File: src/rtl/fssp_pkg.sv
package fssp_pkg;
  localparam int CTRL_W  = 16;
  localparam int FIELD_W = 7;

  // bit 6 down to bit 0
  typedef struct packed {
    logic tm_int;    // transmit sync generated internally
    logic se_ivl;    // interval mode
    logic spare;     // stored, lock-protected
    logic txie;
    logic rxie;
    logic te;
    logic re;
  } ctrl_t;
endpackage

File: src/rtl/fssp_ctrl_reg.sv
module fssp_ctrl_reg
  import fssp_pkg::*;
(
  input  logic                 clk,
  input  logic                 rst_n,
  input  logic                 we,
  input  logic [FIELD_W-1:0]   wfield,
  output logic [CTRL_W-1:0]    rdata,
  output ctrl_t                ctrl
);
  ctrl_t q, nxt;

  always_comb begin
    nxt = q;
    if (we) begin
      nxt = ctrl_t'(wfield);
      if (q.te || q.re) begin
        nxt.tm_int = q.tm_int;
        nxt.se_ivl = q.se_ivl;
        nxt.spare  = q.spare;
      end
    end
  end

  always_ff @(posedge clk or negedge rst_n) begin
    if (!rst_n) q <= '0;
    else        q <= nxt;
  end

  assign ctrl  = q;
  assign rdata = {{(CTRL_W-FIELD_W){1'b0}}, q};
endmodule

File: src/rtl/fssp_tx_path.sv
module fssp_tx_path #(
  parameter int WORD_W = 16
) (
  input  logic              clk,
  input  logic              rst_n,
  input  logic              en,
  input  logic              int_sync,
  input  logic              interval,
  input  logic              ext_sync,
  input  logic              in_valid,
  output logic              in_ready,
  input  logic [WORD_W-1:0] in_data,
  output logic              sd_out,
  output logic              sync_out
);
  localparam int CNT_W = $clog2(WORD_W);
  localparam logic [CNT_W-1:0] LAST = CNT_W'(WORD_W-1);

  logic [WORD_W-1:0] buf_q, sh_q;
  logic [CNT_W-1:0]  cnt_q;
  logic full_q, run_q, locked_q, gen_q;
  logic sync_evt, at_last, slot_free, start, chain, load_buf, load_zero, accept;

  always_comb begin
    sync_evt  = int_sync ? gen_q : ext_sync;
    at_last   = run_q && (cnt_q == LAST);
    slot_free = !run_q || at_last;
    start     = slot_free && !locked_q && sync_evt && full_q;
    chain     = at_last && locked_q;
    load_buf  = start || (chain && full_q);
    load_zero = chain && !full_q;
    in_ready  = en && !full_q;
    accept    = in_valid && in_ready;
  end

  always_ff @(posedge clk or negedge rst_n) begin
    if (!rst_n) begin
      buf_q <= '0; sh_q <= '0; cnt_q <= '0;
      full_q <= 1'b0; run_q <= 1'b0; locked_q <= 1'b0; gen_q <= 1'b0;
    end else if (!en) begin
      full_q <= 1'b0; run_q <= 1'b0; locked_q <= 1'b0; gen_q <= 1'b0;
      cnt_q <= '0;
    end else begin
      gen_q <= int_sync && !run_q && full_q && !gen_q && !locked_q;
      if (accept) begin
        buf_q  <= in_data;
        full_q <= 1'b1;
      end else if (load_buf) begin
        full_q <= 1'b0;
      end
      if (load_buf) begin
        sh_q  <= buf_q;
        cnt_q <= '0;
        run_q <= 1'b1;
      end else if (load_zero) begin
        sh_q  <= '0;
        cnt_q <= '0;
      end else if (run_q) begin
        sh_q  <= sh_q << 1;
        cnt_q <= cnt_q + 1'b1;
        if (at_last) run_q <= 1'b0;
      end
      if (start && !interval) locked_q <= 1'b1;
    end
  end

  assign sd_out   = run_q && sh_q[WORD_W-1];
  assign sync_out = gen_q;
endmodule

File: src/rtl/fssp_rx_path.sv
module fssp_rx_path #(
  parameter int WORD_W = 16
) (
  input  logic              clk,
  input  logic              rst_n,
  input  logic              en,
  input  logic              interval,
  input  logic              sync_in,
  input  logic              sd_in,
  output logic              out_valid,
  input  logic              out_ready,
  output logic [WORD_W-1:0] out_data
);
  localparam int CNT_W = $clog2(WORD_W);
  localparam logic [CNT_W-1:0] LAST = CNT_W'(WORD_W-1);

  logic [WORD_W-1:0] sh_q, hold_q;
  logic [CNT_W-1:0]  cnt_q;
  logic run_q, locked_q, valid_q;
  logic at_last, slot_free, start, chain;

  always_comb begin
    at_last   = run_q && (cnt_q == LAST);
    slot_free = !run_q || at_last;
    start     = slot_free && !locked_q && sync_in;
    chain     = at_last && locked_q;
  end

  always_ff @(posedge clk or negedge rst_n) begin
    if (!rst_n) begin
      sh_q <= '0; hold_q <= '0; cnt_q <= '0;
      run_q <= 1'b0; locked_q <= 1'b0; valid_q <= 1'b0;
    end else if (!en) begin
      run_q <= 1'b0; locked_q <= 1'b0; valid_q <= 1'b0; cnt_q <= '0;
    end else begin
      if (run_q) sh_q <= {sh_q[WORD_W-2:0], sd_in};
      if (start || chain) begin
        run_q <= 1'b1;
        cnt_q <= '0;
      end else if (run_q) begin
        cnt_q <= cnt_q + 1'b1;
        if (at_last) run_q <= 1'b0;
      end
      if (start && !interval) locked_q <= 1'b1;
      if (at_last) begin
        hold_q  <= {sh_q[WORD_W-2:0], sd_in};
        valid_q <= 1'b1;
      end else if (valid_q && out_ready) begin
        valid_q <= 1'b0;
      end
    end
  end

  assign out_valid = valid_q;
  assign out_data  = hold_q;
endmodule

File: src/rtl/fsync_serial_port.sv
module fsync_serial_port
  import fssp_pkg::*;
#(
  parameter int WORD_W = 16
) (
  input  logic              clk,
  input  logic              rst_n,
  input  logic              reg_we,
  input  logic [15:0]       reg_wdata,
  output logic [15:0]       reg_rdata,
  input  logic              tx_valid,
  output logic              tx_ready,
  input  logic [WORD_W-1:0] tx_data,
  output logic              rx_valid,
  input  logic              rx_ready,
  output logic [WORD_W-1:0] rx_data,
  output logic              sd_out,
  input  logic              sd_in,
  input  logic              tx_sync_in,
  output logic              tx_sync_out,
  output logic              tx_sync_oe,
  input  logic              rx_sync_in,
  output logic              tx_irq,
  output logic              rx_irq
);
  ctrl_t ctrl;

  fssp_ctrl_reg u_ctrl (
    .clk(clk), .rst_n(rst_n), .we(reg_we),
    .wfield(reg_wdata[FIELD_W-1:0]), .rdata(reg_rdata), .ctrl(ctrl)
  );

  fssp_tx_path #(.WORD_W(WORD_W)) u_tx (
    .clk(clk), .rst_n(rst_n), .en(ctrl.te), .int_sync(ctrl.tm_int),
    .interval(ctrl.se_ivl), .ext_sync(tx_sync_in),
    .in_valid(tx_valid), .in_ready(tx_ready), .in_data(tx_data),
    .sd_out(sd_out), .sync_out(tx_sync_out)
  );

  fssp_rx_path #(.WORD_W(WORD_W)) u_rx (
    .clk(clk), .rst_n(rst_n), .en(ctrl.re), .interval(ctrl.se_ivl),
    .sync_in(rx_sync_in), .sd_in(sd_in),
    .out_valid(rx_valid), .out_ready(rx_ready), .out_data(rx_data)
  );

  assign tx_sync_oe = ctrl.tm_int;
  assign tx_irq     = ctrl.txie && tx_ready;
  assign rx_irq     = ctrl.rxie && rx_valid;
endmodule

File: config.mk
export PLATFORM = sky130hd
export DESIGN_NAME = fsync_serial_port
export DESIGN_NICKNAME = d
export VERILOG_FILES = /design/src/rtl/fssp_pkg.sv /design/src/rtl/fssp_ctrl_reg.sv /design/src/rtl/fssp_tx_path.sv /design/src/rtl/fssp_rx_path.sv /design/src/rtl/fsync_serial_port.sv
export SDC_FILE = /design/constraint.sdc
export NUM_CORES = 1
export LEC_CHECK = 0
export ABC_AREA = 0
export ABC_CLOCK_PERIOD_IN_PS = 1660
export CORE_MARGIN = 2
export CORE_UTILIZATION = 46
export DETAILED_ROUTE_END_ITERATION = 8
export PLACE_DENSITY = 0.76
export RECOVER_POWER = 50
export REMOVE_ABC_BUFFERS = 1
export SLEW_MARGIN = 10
export SYNTH_ARGS = -nofsm -noshare
export SYNTH_HDL_FRONTEND = slang
export SYNTH_SLANG_ARGS = --single-unit
File: constraint.sdc
create_clock -name clk -period 1.66 [get_ports clk]
set_input_delay 0.332 -clock clk [delete_from_list [all_inputs] [get_ports clk]]
set_output_delay 0.332 -clock clk [all_outputs]
set_load 0.1 [all_outputs]
-- Word-level counts from Yosys, hierarchy flattened
Cells that the tools add are included.
- output and inout bits: 39
- input bits: 40
- bits in registers: 85
- word-level logic and storage cells: 104
- $add $sub $neg: 2
- bitwise operators: 1
- eq/ne operators: 9
- multiplexer cells: 31
- reduce and logical (&&, ||, !) cells: 41
- operators with widths (cell ; number):
    16-bit two-way mux ; 3
    4-bit two-way mux ; 7
    1-bit logical AND ; 23
    1-bit two-way mux ; 21
    2-bit AND reduction ; 5
    3-bit by 1-bit != test with 1-bit output, second input constant ; 3
    4-bit by 1-bit adder with 4-bit output, second input constant ; 2
    4-bit equality test, second input constant ; 2
    1-bit zero test ; 7
    1-bit logical OR ; 5
    2-bit by 1-bit != test with 1-bit output, second input constant ; 2
    4-bit by 1-bit != test with 1-bit output, second input constant ; 1
    3-bit by 2-bit != test with 1-bit output, second input constant ; 1
    3-bit nonzero test ; 1
    1-bit inverter ; 1

-- Depth between registers and ports, before layout
- word-level depth: 10
- depth in mapped cells: 6
- depth with buffers taken out: 5

-- Cells and area by module
From an unflattened synthesis, not the netlist that was laid out.
- cells, all modules: 273
- area, all modules: 3738.6 um2
- modules (own cells, without submodules) (module ; sequential area each (um2) ; instances ; cells an instance ; area each (um2)):
    fssp_tx_path ; 1001.0 ; 1 ; 138 ; 1729.2
    fssp_rx_path ; 950.9 ; 1 ; 101 ; 1600.3
    fssp_ctrl_reg ; 175.2 ; 1 ; 32 ; 396.6
    fsync_serial_port ; 0.0 ; 1 ; 2 ; 12.5

-- Least setup slack after synthesis
OpenSTA, ideal clock, no wires.
- path type: register to output
- start: register u_tx.full_q
- end: output tx_irq
- data required time: 1.328 ns
- arrival time: 2.193 ns
- cell stages (with the launch flop): 3
- buffers on the path: 0
- slack: -0.865 ns
- cells stage by stage: dfrtp_1 nor2b_2 and2_1
- cells in the longest elaborated chain, start to end: 3
- RTL lines (element ; line ; text):
    start: declaration ; fssp_tx_path.sv:21 ; logic full_q, run_q, locked_q, gen_q;
    start signal: assignment ; fssp_tx_path.sv:39 ; full_q <= 1'b0; run_q <= 1'b0; locked_q <= 1'b0; gen_q <= 1'b0;
    start signal: assignment ; fssp_tx_path.sv:41 ; full_q <= 1'b0; run_q <= 1'b0; locked_q <= 1'b0; gen_q <= 1'b0;
    start signal: assignment ; fssp_tx_path.sv:47 ; full_q <= 1'b1;
    1-bit zero test ; fssp_tx_path.sv:32 ; in_ready = en && !full_q;
    1-bit logical AND ; fssp_tx_path.sv:32 ;
    named net tx_ready ; fsync_serial_port.sv:12 ; output logic tx_ready,
    1-bit logical AND ; fsync_serial_port.sv:47 ; assign tx_irq = ctrl.txie && tx_ready;
    end: declaration ; fsync_serial_port.sv:23 ; output logic tx_irq,
The timed path passes the listed nets, and every way through them passes these cells.

-- Final worst setup path
- start: register u_tx.run_q
- end: output sd_out
- cells in the longest elaborated chain, start to end: 1
- RTL lines (element ; line ; text):
    start: declaration ; fssp_tx_path.sv:21 ;
    start signal: assignment ; fssp_tx_path.sv:39 ;
    start signal: assignment ; fssp_tx_path.sv:41 ;
    start signal: assignment ; fssp_tx_path.sv:54 ; run_q <= 1'b1;
    1-bit logical AND ; fssp_tx_path.sv:67 ; assign sd_out = run_q && sh_q[WORD_W-1];
    end: declaration ; fsync_serial_port.sv:17 ; output logic sd_out,
No other way between the ends.

==> metrics.csv <==
metric,value,unit
dp.cells,455,
ir_drop,0.571,mV
critPathMaxStageDelay,0.51,ns
grtUsageTotal,17.8,%
num_vias,2377,
pre_cts_ws,-0.262,ns
clock_path_buffers,2,
fin_crit_sh,97.1,%
postSynthCellCount,292,
routed-wl-met3,364,microns
cp-start-kind,register,
setup_ws,0.0477,ns
grt_max_degree,40,
grt_pass1_wl,12300,microns
die_w,94.4,microns
synth-edff-count,0,
insertion_delay,0.37,ns
drt_pass1_iterations,4,
coreArea,7810,sq um
instances_no_fill,477,
row_count,32,
numCtsBuffers,9,
grt_pass1_vias,2636,
clock-root-buffer,clkbuf_8,
drv_cap,0,
status,"complete, no violations",
wl_met2,3620,microns
synth_largest_area_cell,dfrtp_1,
p_leak,2.36,nW
die_area,8910,sq um
powerDensity,1260,nW/um^2
drc,0,
worstPathArrival,1.28,ns
gr-total-overflow,0,
cts_sinks,85,
synth_top_area_share,56.6,%
ant_nets,0,
post_synth.cell_area_avg,12.9,sq um
final-max-slew-violation-count,0,
cp-end-kind,output pin,
yosys_warnings,0,
slew_headroom,36.2,%
synth_seq_area_share,56.6,%
h-tree-depth,3,
hpwl,5110,microns
vias_per_cell,4.98,
ys_top_cells_by_area,"dfrtp_1 57%, mux2_2 16%, o221ai_2 3.6%",
cp_cell_sequence,and2_1 > buf_12,
cts_tree,yes,
ys_seq_elements,85,
final-setup-viol-count,0,
path_max_fanout,9,
area_growth,36.1,%
netlist_area,3760,sq um
drive_gt1_share,37.3,%
top_layer,met4,
tightestPinTransition,0.957,ns
synth_cell_type_count,44,
routed_wl,7220,microns
hold_viol,0,
nNetsFinal,412,
die_h,94.4,microns
ys_async_sr_fraction,100,%
antenna_found_initial,0,
wl_per_cell,15.1,microns
io_pins,79,
cp_top_family,flip-flops,
gp_congestion,0.785,
num_antenna_cells,0,
crit_buf_inv,1,
ys.flop_type,dfrtp_1,
fin_skew,0.0123,ns
rsz0062_at_grt,false,
io_buffer_count,60,
cpMaxStageDelayCell,dfrtp_1,
drt_iter0_drc,56,
drt-met1-wl,3110,microns
max_freq,620,MHz
path_clk_slew,0.09,ns
worstPathRequired,1.33,ns
critPathKind,register to output pin,
min_period,1.61,ns
start_util,48.1,%
hp-class,register to register,
## placed cells by master (no fill, tap or decap), types with 4 or more instances in the layout
| master | instances |
|---|---|
| buf_12 | 36 |
| buf_4 | 10 |
| clkbuf_8 | 9 |
| clkdlybuf4s50_1 | 28 |
| conb_1 | 9 |
| dfrtp_1 | 84 |
| inv_1 | 33 |
| mux2_2 | 53 |
| nand2_1 | 27 |
| nor2_1 | 5 |
| o21ai_0 | 4 |
| o221ai_1 | 6 |
| o221ai_2 | 9 |
## stage by stage
step	utilization [%]	power, mW	TNS [ns]	area, sq um	hold slack [ns]
2_1_floorplan	-	4.03	-63.01	3610	0.0364
3_3_place_gp	61.5	4.59	-3.41	4800	0.334
3_5_place_dp	61.5	4.70	-3.99	4800	0.336
4_1_cts	65.6	6.53	0	5120	0.478
5_1_grt	65.5	6.78	0	5110	0.522
6_report	65.5	6.47	0	5110	0.492
## registers in the layout (all words and copies together) (netlist names)
signal          cells
u_tx.sh_q          16
u_rx.run_q          1
u_tx.cnt_q          4
u_tx.full_q         1
u_tx.run_q          1
u_tx.sync_out       1
u_ctrl.ctrl         7
u_rx.sh_q          15
u_rx.locked_q       1
u_tx.locked_q       1
u_rx.out_valid      1
u_rx.cnt_q          4
u_rx.out_data      16
u_tx.buf_q         16
## synth_stat cells, types with 2 or more instances
cell      count
buf_2         2
mux2i_1       2
o221ai_2      9
nor3b_1       2
o21ai_0       4
nand3_1       3
a21oi_1       3
dfrtp_1      85
buf_4        16
a21boi_0      2
mux2_2       53
and2_1        3
nand2_1      27
nand2_2       2
ha_1          2
buf_6         2
o21ai_1       3
inv_1        33
o221ai_1      6
nor2_1        5
nand3b_1      3
xor2_1        3
## timing repair
item,4_1_cts,5_1_grt
hold buffers,1,0
pin swaps,2,0
resized for setup,3,1
endpoints found under the hold margin,35,0
setup buffers,4,1
endpoints found under the setup margin,18,2
## worst register-to-register path: cells and delay by family (launching register included)
| kind | cells | cell delay [ns] |
|---|---|---|
| buffers and inverters | 1 | 0.18 |
| adders and majority gates | 1 | 0.22 |
| and+or+nand+nor | 3 | 0.47 |
| DFF | 1 | 0.42 |
| AOI/OAI and AO/OA | 1 | 0.19 |
## routing by layer
layer	GRT usage [%]	vias up
li1	-	1125
met1	21.2	1190
met2	30.7	51
met3	4.71	11
met4	7.37	0
met5	0	-
## layout make-up
class                   instances  area, sq um
fillers                       566         2690
flip-flops and latches         85         2130
multi-input cells             160         1370
repair buffers                 81         1120
clock buffers                  10          128
well taps                     102          128
inverters                      33          124
clock inverters                 6          119
## cell families (layout without fill, tap and decap cells)
group,count (synthesis),after routing,synth area share (%)
AOI/OAI and AO/OA,35,35,8.99
buffers and inverters,55,130,8.03
muxes,57,57,17.2
adders and majority gates,2,2,0.666
and+or+nand+nor,53,53,7.49
xor gates and xnor gates,4,4,0.933
other,1,9,0.0998
DFF,85,85,56.6
## worst paths after layout
path / end / cells after the start / slack (ns) / start
setup / recovery: sd_out / 2 / 0.05 / u_tx.run_q
hold / removal: u_tx.sh_q[4] / 2 / 0.49 / u_tx.sh_q[4]
setup reg to reg: u_tx.sh_q[6] / 6 / 0.10 / u_tx.cnt_q[0]
hold reg to reg: u_tx.sh_q[4] / 2 / 0.49 / u_tx.sh_q[4]
max in group asynchronous: u_tx.sh_q[10] / 3 / 0.30 / rst_n
min in group asynchronous: u_tx.buf_q[14] / 2 / 0.64 / rst_n
## power breakdown
| group | internal [mW] | switching [mW] | leakage (nW) |
|---|---|---|---|
| combinational | 0.803 | 0.998 | 1.14 |
| sequential | 2.55 | 0.314 | 1.10 |
| clock | 1.02 | 0.784 | 0.123 |
| total | 4.37 | 2.10 | 2.36 |
Power figures use the tool's default switching activity.
